### src/rtl/hbg_pkg.sv
package hbg_pkg;

    // Decoded three-level input
    typedef enum logic [1:0] {
        LVL_LOW  = 2'd0,
        LVL_HIGH = 2'd1,
        LVL_TRI  = 2'd2
    } lvl_t;

    // Gate sequencing states
    typedef enum logic [2:0] {
        ST_OFF,
        ST_HS_WAIT,
        ST_HS_BLANK,
        ST_HS_ON,
        ST_LS_WAIT,
        ST_LS_BLANK,
        ST_LS_ON,
        ST_LS_IDLE
    } gstate_t;

    // Raw input bundle, MSB first
    typedef struct packed {
        logic       supply_ok;
        logic       zc_neg;
        logic       sw_below;
        logic       lsg_below;
        logic [1:0] mode;
        logic [1:0] pwm;
    } raw_in_t;

    localparam int RAW_W = $bits(raw_in_t);

    function automatic lvl_t decode_lvl(input logic [1:0] code);
        if (code[1])
            return LVL_TRI;
        else if (code[0])
            return LVL_HIGH;
        else
            return LVL_LOW;
    endfunction

    function automatic int max2(input int a, input int b);
        return (a > b) ? a : b;
    endfunction

endpackage

### src/rtl/hbg_sync.sv
module hbg_sync #(
    parameter int W = 8
) (
    input  logic         clk,
    input  logic         rst,
    input  logic [W-1:0] d,
    output logic [W-1:0] q
);

    logic [W-1:0] meta;

    for (genvar b = 0; b < W; b++) begin : g_bit
        always_ff @(posedge clk) begin
            if (rst) begin
                meta[b] <= 1'b0;
                q[b]    <= 1'b0;
            end else begin
                meta[b] <= d[b];
                q[b]    <= meta[b];
            end
        end
    end

endmodule

### src/rtl/hbg_tri_filter.sv
module hbg_tri_filter
    import hbg_pkg::*;
#(
    parameter int HOLD_CYC = 30,
    parameter int EXIT_CYC = 9
) (
    input  logic clk,
    input  logic rst,
    input  lvl_t lvl_in,
    output lvl_t cmd
);

    localparam int HW = $clog2(HOLD_CYC + 1);
    localparam int XW = $clog2(EXIT_CYC + 1);
    localparam logic [HW-1:0] HOLD_LAST = HW'(HOLD_CYC - 1);
    localparam logic [XW-1:0] EXIT_LAST = XW'(EXIT_CYC - 1);

    logic [HW-1:0] hold_cnt;
    logic [XW-1:0] exit_cnt;

    always_ff @(posedge clk) begin
        if (rst) begin
            cmd      <= LVL_TRI;
            hold_cnt <= '0;
            exit_cnt <= '0;
        end else if (lvl_in == LVL_TRI) begin
            exit_cnt <= '0;
            if (cmd != LVL_TRI) begin
                if (hold_cnt == HOLD_LAST) begin
                    cmd      <= LVL_TRI;
                    hold_cnt <= '0;
                end else begin
                    hold_cnt <= hold_cnt + 1'b1;
                end
            end
        end else begin
            hold_cnt <= '0;
            if (cmd == LVL_TRI) begin
                if (exit_cnt == EXIT_LAST) begin
                    cmd      <= lvl_in;
                    exit_cnt <= '0;
                end else begin
                    exit_cnt <= exit_cnt + 1'b1;
                end
            end else begin
                cmd <= lvl_in;
            end
        end
    end

endmodule

### src/rtl/hbg_core.sv
module hbg_core
    import hbg_pkg::*;
#(
    parameter int HS_BLANK_CYC   = 3,
    parameter int LS_BLANK_CYC   = 3,
    parameter int LS_MIN_CYC     = 70,
    parameter int FB_TIMEOUT_CYC = 64
) (
    input  logic clk,
    input  logic rst,
    input  lvl_t cmd,
    input  lvl_t mode,
    input  logic supply_ok,
    input  logic lsg_below,
    input  logic sw_below,
    input  logic zc_neg,
    output logic hs_en,
    output logic ls_en,
    output logic dt_fault
);

    localparam int CNT_MAXV = max2(max2(HS_BLANK_CYC, LS_BLANK_CYC),
                                   max2(LS_MIN_CYC, FB_TIMEOUT_CYC));
    localparam int CW = $clog2(CNT_MAXV + 1);
    localparam logic [CW-1:0] HSB_LAST = CW'(HS_BLANK_CYC - 1);
    localparam logic [CW-1:0] LSB_LAST = CW'(LS_BLANK_CYC - 1);
    localparam logic [CW-1:0] MIN_LAST = CW'(LS_MIN_CYC - 1);
    localparam logic [CW-1:0] TMO_LAST = CW'(FB_TIMEOUT_CYC - 1);

    gstate_t       st, nxt;
    logic [CW-1:0] cnt;
    logic          tmo_hit;
    logic          force_off;

    assign force_off = !supply_ok || (mode == LVL_TRI) || (cmd == LVL_TRI);

    always_comb begin
        nxt     = st;
        tmo_hit = 1'b0;
        if (force_off) begin
            nxt = ST_OFF;
        end else begin
            unique case (st)
                ST_OFF:
                    nxt = (cmd == LVL_HIGH) ? ST_HS_WAIT : ST_LS_WAIT;
                ST_HS_WAIT:
                    if (cmd == LVL_LOW)
                        nxt = ST_LS_WAIT;
                    else if (lsg_below)
                        nxt = ST_HS_BLANK;
                    else if (cnt == TMO_LAST) begin
                        nxt     = ST_HS_BLANK;
                        tmo_hit = 1'b1;
                    end
                ST_HS_BLANK:
                    if (cmd == LVL_LOW)
                        nxt = ST_LS_WAIT;
                    else if (cnt == HSB_LAST)
                        nxt = ST_HS_ON;
                ST_HS_ON:
                    if (cmd == LVL_LOW)
                        nxt = ST_LS_WAIT;
                ST_LS_WAIT:
                    if (cmd == LVL_HIGH)
                        nxt = ST_HS_WAIT;
                    else if (sw_below)
                        nxt = ST_LS_BLANK;
                    else if (cnt == TMO_LAST) begin
                        nxt     = ST_LS_BLANK;
                        tmo_hit = 1'b1;
                    end
                ST_LS_BLANK:
                    if (cmd == LVL_HIGH)
                        nxt = ST_HS_WAIT;
                    else if (cnt == LSB_LAST)
                        nxt = ST_LS_ON;
                ST_LS_ON:
                    if (cmd == LVL_HIGH)
                        nxt = ST_HS_WAIT;
                    else if ((mode == LVL_LOW) && zc_neg && (cnt >= MIN_LAST))
                        nxt = ST_LS_IDLE;
                ST_LS_IDLE:
                    if (cmd == LVL_HIGH)
                        nxt = ST_HS_WAIT;
                    else if (mode == LVL_HIGH)
                        nxt = ST_LS_WAIT;
                default:
                    nxt = ST_OFF;
            endcase
        end
    end

    always_ff @(posedge clk) begin
        if (rst) begin
            st       <= ST_OFF;
            cnt      <= '0;
            dt_fault <= 1'b0;
        end else begin
            st <= nxt;
            if (nxt != st)
                cnt <= '0;
            else if (cnt != '1)
                cnt <= cnt + 1'b1;
            if (tmo_hit)
                dt_fault <= 1'b1;
        end
    end

    assign hs_en = (st == ST_HS_ON);
    assign ls_en = (st == ST_LS_ON);

endmodule

### src/rtl/hb_gate_seq.sv
module hb_gate_seq
    import hbg_pkg::*;
#(
    parameter int HS_BLANK_CYC   = 3,
    parameter int LS_BLANK_CYC   = 3,
    parameter int TRI_HOLD_CYC   = 30,
    parameter int TRI_EXIT_CYC   = 9,
    parameter int LS_MIN_CYC     = 70,
    parameter int FB_TIMEOUT_CYC = 64
) (
    input  logic       clk,
    input  logic       rst,
    input  logic [1:0] pwm_code,
    input  logic [1:0] mode_code,
    input  logic       lsg_below,
    input  logic       sw_below,
    input  logic       zc_neg,
    input  logic       supply_ok,
    output logic       hs_en,
    output logic       ls_en,
    output logic       dt_fault
);

    raw_in_t raw_a;
    raw_in_t raw_s;
    lvl_t    pwm_lvl;
    lvl_t    mode_lvl;
    lvl_t    cmd_lvl;

    assign raw_a = {supply_ok, zc_neg, sw_below, lsg_below, mode_code, pwm_code};

    hbg_sync #(.W(RAW_W)) i_sync (
        .clk (clk),
        .rst (rst),
        .d   (raw_a),
        .q   (raw_s)
    );

    assign pwm_lvl  = decode_lvl(raw_s.pwm);
    assign mode_lvl = decode_lvl(raw_s.mode);

    hbg_tri_filter #(
        .HOLD_CYC (TRI_HOLD_CYC),
        .EXIT_CYC (TRI_EXIT_CYC)
    ) i_filter (
        .clk    (clk),
        .rst    (rst),
        .lvl_in (pwm_lvl),
        .cmd    (cmd_lvl)
    );

    hbg_core #(
        .HS_BLANK_CYC   (HS_BLANK_CYC),
        .LS_BLANK_CYC   (LS_BLANK_CYC),
        .LS_MIN_CYC     (LS_MIN_CYC),
        .FB_TIMEOUT_CYC (FB_TIMEOUT_CYC)
    ) i_core (
        .clk       (clk),
        .rst       (rst),
        .cmd       (cmd_lvl),
        .mode      (mode_lvl),
        .supply_ok (raw_s.supply_ok),
        .lsg_below (raw_s.lsg_below),
        .sw_below  (raw_s.sw_below),
        .zc_neg    (raw_s.zc_neg),
        .hs_en     (hs_en),
        .ls_en     (ls_en),
        .dt_fault  (dt_fault)
    );

endmodule

### config.mk
export PLATFORM = sky130hd
export DESIGN_NAME = hb_gate_seq
export DESIGN_NICKNAME = d
export VERILOG_FILES = /design/src/rtl/hbg_pkg.sv /design/src/rtl/hbg_sync.sv /design/src/rtl/hbg_tri_filter.sv /design/src/rtl/hbg_core.sv /design/src/rtl/hb_gate_seq.sv
export SDC_FILE = /design/constraint.sdc
export NUM_CORES = 1
export LEC_CHECK = 0
export BUFFER_PORTS_ARGS = -buffer_cell sky130_fd_sc_hd__buf_2
export CORE_MARGIN = 1.5
export CORE_UTILIZATION = 46
export DETAILED_ROUTE_END_ITERATION = 8
export PLACE_DENSITY = 0.66
export SLEW_MARGIN = 20
export SYNTH_ARGS = -nofsm -noshare
export SYNTH_HDL_FRONTEND = slang
export SYNTH_SLANG_ARGS = --single-unit
### constraint.sdc
create_clock -name clk -period 1.74 [get_ports clk]
set_input_delay 0.348 -clock clk [delete_from_list [all_inputs] [get_ports clk]]
set_output_delay 0.348 -clock clk [all_outputs]
set_load 0.01 [all_outputs]
# Word level (Yosys, flattened, before mapping)
# Index checks and enable logic that the tools add are counted.
[op_classes] addsub=3 n_lt_le_gt_ge=1 n_eq_ne=22 n_mux=36 n_bitwise=1 reduce_logical=12
[ops] cell="$mux W3" count=17
[ops] cell="$pmux W3 S8" count=1
[ops] cell="$mux W2" count=7
[ops] cell="$eq A3 B3 Y1 const B" count=4
[ops] cell="$mux W1" count=8
[ops] cell="$add A7 B1 Y7 const B" count=1
[ops] cell="$eq A7 B2 Y1 const B" count=1
[ops] cell="$eq A7 B6 Y1 const B" count=1
[ops] cell="$ge A7 B7 Y1 const B" count=1
[ops] cell="$ne A7 B7 Y1 const B" count=1
[ops] cell="$eq A2 B2 Y1 const B" count=3
[ops] cell="$eq A3 B2 Y1 const B" count=2
[ops] cell="$ne A2 B2 Y1 const B" count=3
[ops] cell="$reduce_or A2 Y1" count=3
[ops] cell="$add A5 B1 Y5 const B" count=1
[ops] cell="$eq A5 B5 Y1 const B" count=1
[ops] cell="$mux W5" count=1
[ops] cell="$add A4 B1 Y4 const B" count=1
[ops] cell="$eq A2 B1 Y1 const B" count=2
[ops] cell="$eq A4 B4 Y1 const B" count=1
[ops] cell="$logic_not A2 Y1" count=2
[ops] cell="$mux W4" count=1
[ops] cell="$eq A3 B1 Y1 const B" count=1
[ops] cell="$logic_not A3 Y1" count=1
[ops] cell="8 further kinds" count=10
[word_totals] ff_bits=38 input_bits=10 output_inout_bits=3 elab_cells=97

# Logic depth before layout (Yosys ltp)
# Gate-level depths: netlist of run 1.
[logic_depth] word_depth=11 depth_mapped=8 mapped_depth_nobuf=7

# Modules after synthesis
# A second synthesis of run 1 with hierarchy kept.
[unflattened] hier_cells=210 area_unflattened_um2=2005.7
[by_module_without_submodules] mod="hbg_core" instances=1 cells_each=108 area_each_um2=929.6 seq_area_each_um2=220.2
[by_module_without_submodules] mod="hbg_tri_filter" instances=1 cells_each=67 area_each_um2=584.3 seq_area_each_um2=220.2
[by_module_without_submodules] mod="hbg_sync" instances=1 cells_each=33 area_each_um2=464.2 seq_area_each_um2=320.3
[by_module_without_submodules] mod="hb_gate_seq" instances=1 cells_each=2 area_each_um2=27.5 seq_area_each_um2=0.0

# Worst setup path before layout of run 1
# OpenSTA, ideal clock, no wires.
[synth_path] path_kind="reg-to-reg" from="reg i_core.cnt[0]" to="reg i_core.st[0]" setup_ns=0.128 t_arrival_ns=1.775 required_time_ns=1.612 path_slack_ns=-0.162 stages_incl_launch_ff=9 path_buffers=1 period_less_slack_ns=1.902 path_cell_list="dfxtp_1 -> inv_1 -> ha_1 -> or3b_2 -> o21ai_1 -> a211oi_1 -> o31a_1 -> buf_4 -> nor2b_1"
[synth_between] elab_chain_len=6
[synth_lines] element="start, declared" line_no="hbg_core.sv:31" rtl="logic [CW-1:0] cnt;"
[synth_lines] element="start signal, assigned" line_no="hbg_core.sv:103" rtl="cnt <= cnt + 1'b1;"
[synth_lines] element="$ge A7 B7 Y1 / $eq A7 B6 Y1 (equally long branches)" line_no="hbg_core.sv:80, hbg_core.sv:51, hbg_core.sv:68"
[synth_lines] element="$logic_and A1 B1 Y1, or another cell as far along" line_no="hbg_core.sv:80" rtl="else if ((mode == LVL_LOW) && zc_neg && (cnt >= MIN_LAST))"
[synth_lines] element="$mux W3, on equally long branches" line_no="hbg_core.sv:80, hbg_core.sv:49, hbg_core.sv:66"
[synth_lines] element="$mux W3, on equally long branches" line_no="hbg_core.sv:78, hbg_core.sv:47, hbg_core.sv:64"
[synth_lines] element="$pmux W3 S8 (*)" line_no="hbg_core.sv:43" rtl="unique case (st)"
[synth_lines] element="$mux W3 (*)" line_no="hbg_core.sv:40" rtl="if (force_off) begin"
[synth_lines] element="end signal, assigned" line_no="hbg_core.sv:99" rtl="st <= nxt;"
[synth_lines] element="end, declared" line_no="hbg_core.sv:30" rtl="gstate_t st, nxt;"
# Every way passes the cells marked *; elsewhere a longest branch is shown, timed or not.
# A chain may end at the register's enable or synchronous reset.

# Worst setup path in the final report of run 1
# Ends and elaborated chain as after synthesis.

==> qor.yml, run 1 <==
status: "complete, but fails checks"
failed_checks: "setup timing"
synth_seq_cells: 38
core_area_um2: 4115
num_antenna_cells: 0
nFillCells: 358
cp.required_ps: 1920
seq_area_um2: 772.0
path_cells: "inv_4, ha_4, or3b_4, o21ai_2, a211oi_2, o31a_1, buf_12, nor2b_4"
path_buf_inv: 2
setup_viol: 8
die_area_um2: 4814
initial_core_util_pct: 49.26
drc_errors: 0
stdcell_area_um2: 2524
ctsHoldBuffers: 0
synth_compound_area_share_pct: 15.31
wl_mm: 4.358
root_buffer: "clkbuf_8"
clk_pin_slew_ps: 70
powerDensity_nw_per_um2: 686.8
async_reset_ff_share_pct: 0
critPathLaunchType: "flop"
syn_area_um2: 2027
fp.dieH_um: 69.38
clock_path_buffers: 2
vias_per_cell: 5.600
clock-sinks: 38
reg2reg_from: "i_core.cnt[0]"
synth_top_family_by_area: "simple AND/OR/NAND/NOR gates"
port_buffers: 12
num_rows: 23
total_power_mw: 1.733
yosys.area_share.simple_pct: 27.65
path_delay_family: "simple AND/OR/NAND/NOR gates"
yosysSeqAreaShare_pct: 37.53
area_growth_syn_to_layout_pct: 24.51
crit_start: "i_core.cnt[0]"
cpPeakStageDelay_ps: 390
synth_nets: 251
avgSynthCellArea_um2: 8.662
final.period_utilization_pct: 104.9
synthXorXnorAreaFrac_pct: 3.025
finalCriticalPeriod_ps: 1825
cts_tree: "built"
place.gp.congestion: 0.8774
relSlewSlack_pct: 74.87
grt_overflow: 0
critPathCaptureType: "flop"
grt_max_degree: 17
synth_cell_types: 49
cts_made_buffers: 5
grt_pass1_vias: 1601
clk_latency_ps: 290
dp_slack_ps: -82.44
dp.cells: 315
post_dp_cell_area_um2: 2374
synth_fa_ha_area_share_pct: 4.815
hpwl_mm: 3.142
grt_pass1_wl_mm: 7.486
power_leakage_nw: 1.004
cap_violations: 0
ir_drop_mv: 0.5786
vias: 1820
hold_violations: 0
yosysWarnings: 0
nNetsFinal: 292
avgRoutedWirePerCell_um: 13.41
multi_input_area_um2: 1172
worst_slew_pin_slew_ps: 371.8
critPathKind: "reg2reg"
grt_use_total_pct: 19.05
postRouteAntennaNets: 0
antenna_found_initial: 0
drive_gt1_share_pct: 26.91
rsz0062_at_grt: "yes"
synthMuxAreaShare_pct: 4.938
synth_edf_count: 0
synth_ff_type: "dfxtp_1"
fin_setup_tns_ps: -635.5
die_w_um: 69.38
min_from: "supply_ok"
drtIter0Drc: 148
hp-class: "in2reg"
fin_ws_ps: -85.06
io_pins: 13
htreeDepth: 2
drv_slew: 0
instances_no_fill: 325
firstDrtPassIters: 4
critPathMaxFanout: 8
cp_slowest_cell: "or3b_4"
synth_cells: 234
worst_ep_arrival_time_ps: 2000
fmax_mhz: 547.9
fin_skew_ps: 8.044
-- placed cells by master, fill, tap and decap left out, types with 7 or more instances in the layout --
cell / netlist / routed
buf_4: 2 / 37
dfxtp_1: 38 / 33
nor2_1: 20 / 20
nor2b_1: 20 / 19
nand4_1: 14 / 14
buf_2: 6 / 12
nor3_1: 12 / 11
mux2i_1: 10 / 10
nand2_1: 9 / 9
a31oi_1: 9 / 9
inv_1: 9 / 7
-- state kept, by name, summed over array words and instances (netlist names) --
name,count
i_filter.hold_cnt,5
i_core.st,3
i_core.cnt,7
i_sync.meta,8
i_filter.cmd,2
i_sync.q,8
i_filter.exit_cnt,4
i_core.dt_fault,1
-- final timing paths --
kind	slack [ps]	cells past startpoint	end
worst max-delay path	-90	8	i_core.st[0]
worst min-delay path	270	2	i_sync.meta[7]
worst max register to register	-90	8	i_core.st[0]
worst min register to register	430	1	i_sync.q[2]
-- cell type report --
type                       count  area share (%)
multi-input combinational    168           46.45
sequential                    38           30.59
clock buffer                   5           2.727
timing repair buffer          52           15.77
inverter                      10           1.587
tap                           50           2.479
clock inverter                 2          0.3966
-- report_power, final --
group          internal [mW]  total (mW)  switching, mW
sequential             0.907       0.941         0.0336
combinational          0.123       0.240          0.117
clock                  0.268       0.552          0.284
total                   1.30        1.73          0.435
-- synth_stat cells, types with 4 or more instances --
| cell | number | area (um2) |
|---|---|---|
| nor2b_1 | 20 | 125.1 |
| inv_1 | 9 | 33.78 |
| ha_1 | 7 | 87.58 |
| nand2_1 | 9 | 33.78 |
| nand3_1 | 5 | 25.02 |
| nor2_1 | 20 | 75.07 |
| mux2i_1 | 10 | 100.1 |
| nor3_1 | 12 | 60.06 |
| a21oi_1 | 6 | 30.03 |
| a31oi_1 | 9 | 56.30 |
| o21ai_0 | 4 | 20.02 |
| a211oi_1 | 4 | 30.03 |
| xor2_1 | 4 | 35.03 |
| clkbuf_1 | 7 | 26.28 |
| nand4_1 | 14 | 87.58 |
| dfxtp_1 | 38 | 760.7 |
| buf_2 | 6 | 30.03 |
-- kinds of logic after synthesis --
logic type	Yosys count
compound gates	42
xor+xnor	7
buf+inv	28
flops	38
fa+ha+maj	8
simple gates	101
mux	10
-- per-layer routing --
metal  part of all wire (%)  wire length [um]  vias up  track usage [%]
met3                    5.0               220        6            4.506
met5                      0                 0        -                0
met2                     42              1815       46            26.92
met4                    1.3                56        0            6.536
li1                       -                 -      924                -
met1                     52              2266      844            28.18
-- through the flow --
stage	utilization, %	hold slack [ps]
after floorplan	-	413.8
after global placement	57.68	417.2
after detailed placement	57.68	420.4
after CTS	60.11	255.7
after global routing	61.33	270.4
final	61.33	265.4
-- what timing repair did --
| item | in CTS | in global routing |
|---|---|---|
| gates resized for setup | 7 | 6 |
| buffers inserted | 0 | 3 |
| setup endpoints to repair | 9 | 9 |
| pin swaps | 2 | 1 |
Power figures use the tool's default switching activity.
==> run 2: changes to the inputs <==
CORE_MARGIN = unset   (was 1.5)
CORE_UTILIZATION = 25   (was 46)
PLACE_DENSITY = unset   (was 0.66)
==> qor.yml, run 2 (synthesized netlist as in run 1, its figures left out) <==
hold_violations: 0  # unchanged
critPathKind: "reg2reg"
dp_slack_ps: -186.0  # -103.6 ps
instances_no_fill: 378  # +16%
clk_latency_ps: 280  # about the same
initial_core_util_pct: 26.10  # -23 points
relSlewSlack_pct: 76.71  # +1.8 points
nNetsFinal: 292  # unchanged
grt_pass1_wl_mm: 7.624  # +1.8%
path_buf_inv: 1  # -1
worst_slew_pin_slew_ps: 347.7  # -24.12 ps
finalCriticalPeriod_ps: 1778  # -47.23 ps
root_buffer: "clkbuf_8"
postRouteAntennaNets: 0  # unchanged
nFillCells: 828  # +130%
reg2reg_from: "i_core.cnt[0]"
hpwl_mm: 3.291  # +4.7%
failed_checks: "setup timing"
cp_slowest_cell: "or3b_4"
die_area_um2: 8472  # +76%
ir_drop_mv: 0.3458  # -40%
r2r-end: "i_core.cnt[1]"
cpPeakStageDelay_ps: 390  # about the same
grt_overflow: 0  # unchanged
status: "complete, but fails checks"
port_buffers: 12  # unchanged
rrSetupSlack_ps: -40  # +50 ps
hp-class: "in2reg"
antenna_found_initial: 0  # unchanged
io_pins: 13  # unchanged
reg.largest.list: "i_sync.meta: 8 flops, i_sync.q: 8 flops, i_core.cnt: 7 flops"
htreeDepth: 2  # unchanged
path_cells: "inv_4, ha_4, or3b_4, o21ai_2, a211oi_2, o31a_4, mux2i_1"
final_core_util_pct: 33.54  # -28 points
worst_ep_arrival_time_ps: 1980  # -20 ps
clk_pin_slew_ps: 70  # about the same
stdcell_area_um2: 2605  # +3.2%
fin_setup_tns_ps: -200.7  # +434.8 ps
layout_commonest_cell: "buf_4"
critPathLaunchType: "flop"
powerDensity_nw_per_um2: 689.4  # +0.38%
fmax_mhz: 562.5  # +2.7%
drive_gt1_share_pct: 30.07  # +3.2 points
cts_tree: "built"
wl_mm: 4.472  # +2.6%
rsz0062_at_grt: "yes"
drv_slew: 0  # unchanged
clock-sinks: 38  # unchanged
holdPathEnd: "i_sync.meta[5]"
most-common-layout-cells: "buf_4 (39), dfxtp_1 (30), nor2_1 (20)"
grt_max_degree: 15  # -2
drc_errors: 0  # unchanged
cts_made_buffers: 5  # unchanged
path_delay_family: "compound AO/OA/AOI/OAI gates"
area_growth_syn_to_layout_pct: 28.52
die_w_um: 92.05  # +33%
setup_viol: 8  # unchanged
fin_skew_ps: 8.546  # +0.5022 ps
cap_violations: 0  # unchanged
core_area_um2: 7767  # +89%
drtIter0Drc: 103  # -30%
fp.dieH_um: 92.05  # +33%
final.period_utilization_pct: 102.2  # -2.7 points
vias: 1776  # -2.4%
post_dp_cell_area_um2: 2421  # +2.0%
power_leakage_nw: 1.015  # +1.1%
critPathCaptureType: "flop"
clock_path_buffers: 2  # unchanged
grt_use_total_pct: 11.35  # -7.7 points
critPathMaxFanout: 8  # unchanged
num_antenna_cells: 0  # unchanged
min_from: "sw_below"
cp.required_ps: 1940  # +20 ps
fin_ws_ps: -37.83  # +47.23 ps
vias_per_cell: 4.698  # -16%
dp.cells: 368  # +17%
ff2ff_path_depth: 7  # -1
num_rows: 32  # +39%
avgRoutedWirePerCell_um: 11.83  # -12%
firstDrtPassIters: 4  # unchanged
ctsHoldBuffers: 0  # unchanged
whs_path_depth: 2  # unchanged
grt_pass1_vias: 1633  # +2.0%
place.gp.congestion: 0.8269  # -5.8%
==> run 2: area by class of cell <==
| class | instances | area, um2 | share of cell area (%) |
|---|---|---|---|
| clock buffer | 6 | 82.58 | 3.170 |
| clock inverter | 2 | 11.26 | 0.4323 |
| inverter | 10 | 40.04 | 1.537 |
| multi-input combinational | 168 | 1190 | 45.68 |
| sequential | 38 | 780.7 | 29.97 |
| tap | 102 | 127.6 | 4.899 |
| timing repair buffer | 52 | 372.9 | 14.31 |
==> run 2: routing by layer <==
metal / vias to the layer above / part of all wire [%] / global-route usage (%)
li1: 926 / - / -
met1: 818 / 51 / 15.56
met2: 28 / 44 / 16.67
met3: 4 / 3.4 / 2.488
met4: 0 / 1.4 / 5.599
met5: - / 0 / 0
==> run 2: repair_timing <==
| action | CTS | global route |
|---|---|---|
| buffers inserted | 1 | 1 |
| pin swaps | 3 | 1 |
| gates resized for setup | 19 | 4 |
| setup endpoints to repair | 10 | 10 |
==> run 2: how the worst max path moves through the flow <==
| stage | to | depth (start not counted) | start | slack, ps |
|---|---|---|---|---|
| after global routing | i_core.cnt[4] | 7 | i_core.cnt[0] | -120 |
| after floorplan | i_core.st[0] | 8 | i_core.cnt[0] | 3 |
| after detailed placement | i_core.cnt[3] | 5 | i_core.st[2] | -190 |
| after CTS | i_core.cnt[2] | 7 | i_core.cnt[0] | -30 |
| final | i_core.cnt[1] | 7 | i_core.cnt[0] | -40 |
| after global placement | i_core.cnt[1] | 5 | i_core.st[2] | -160 |
==> run 2: per-stage QoR <==
| stage | hold WS, ps | power (mW) |
|---|---|---|
| after floorplan | 413.8 | 1.094 |
| after global placement | 419.5 | 1.176 |
| after detailed placement | 422.7 | 1.183 |
| after CTS | 259.3 | 1.824 |
| after global routing | 264.7 | 1.894 |
| final | 273.0 | 1.796 |
==> run 2: power breakdown <==
group	total, mW	switching (mW)	leakage, nW	internal (mW)
registers	0.938	0.0330	0.315	0.905
clock network	0.616	0.297	0.0515	0.319
logic	0.242	0.117	0.649	0.125
total	1.80	0.447	1.01	1.35
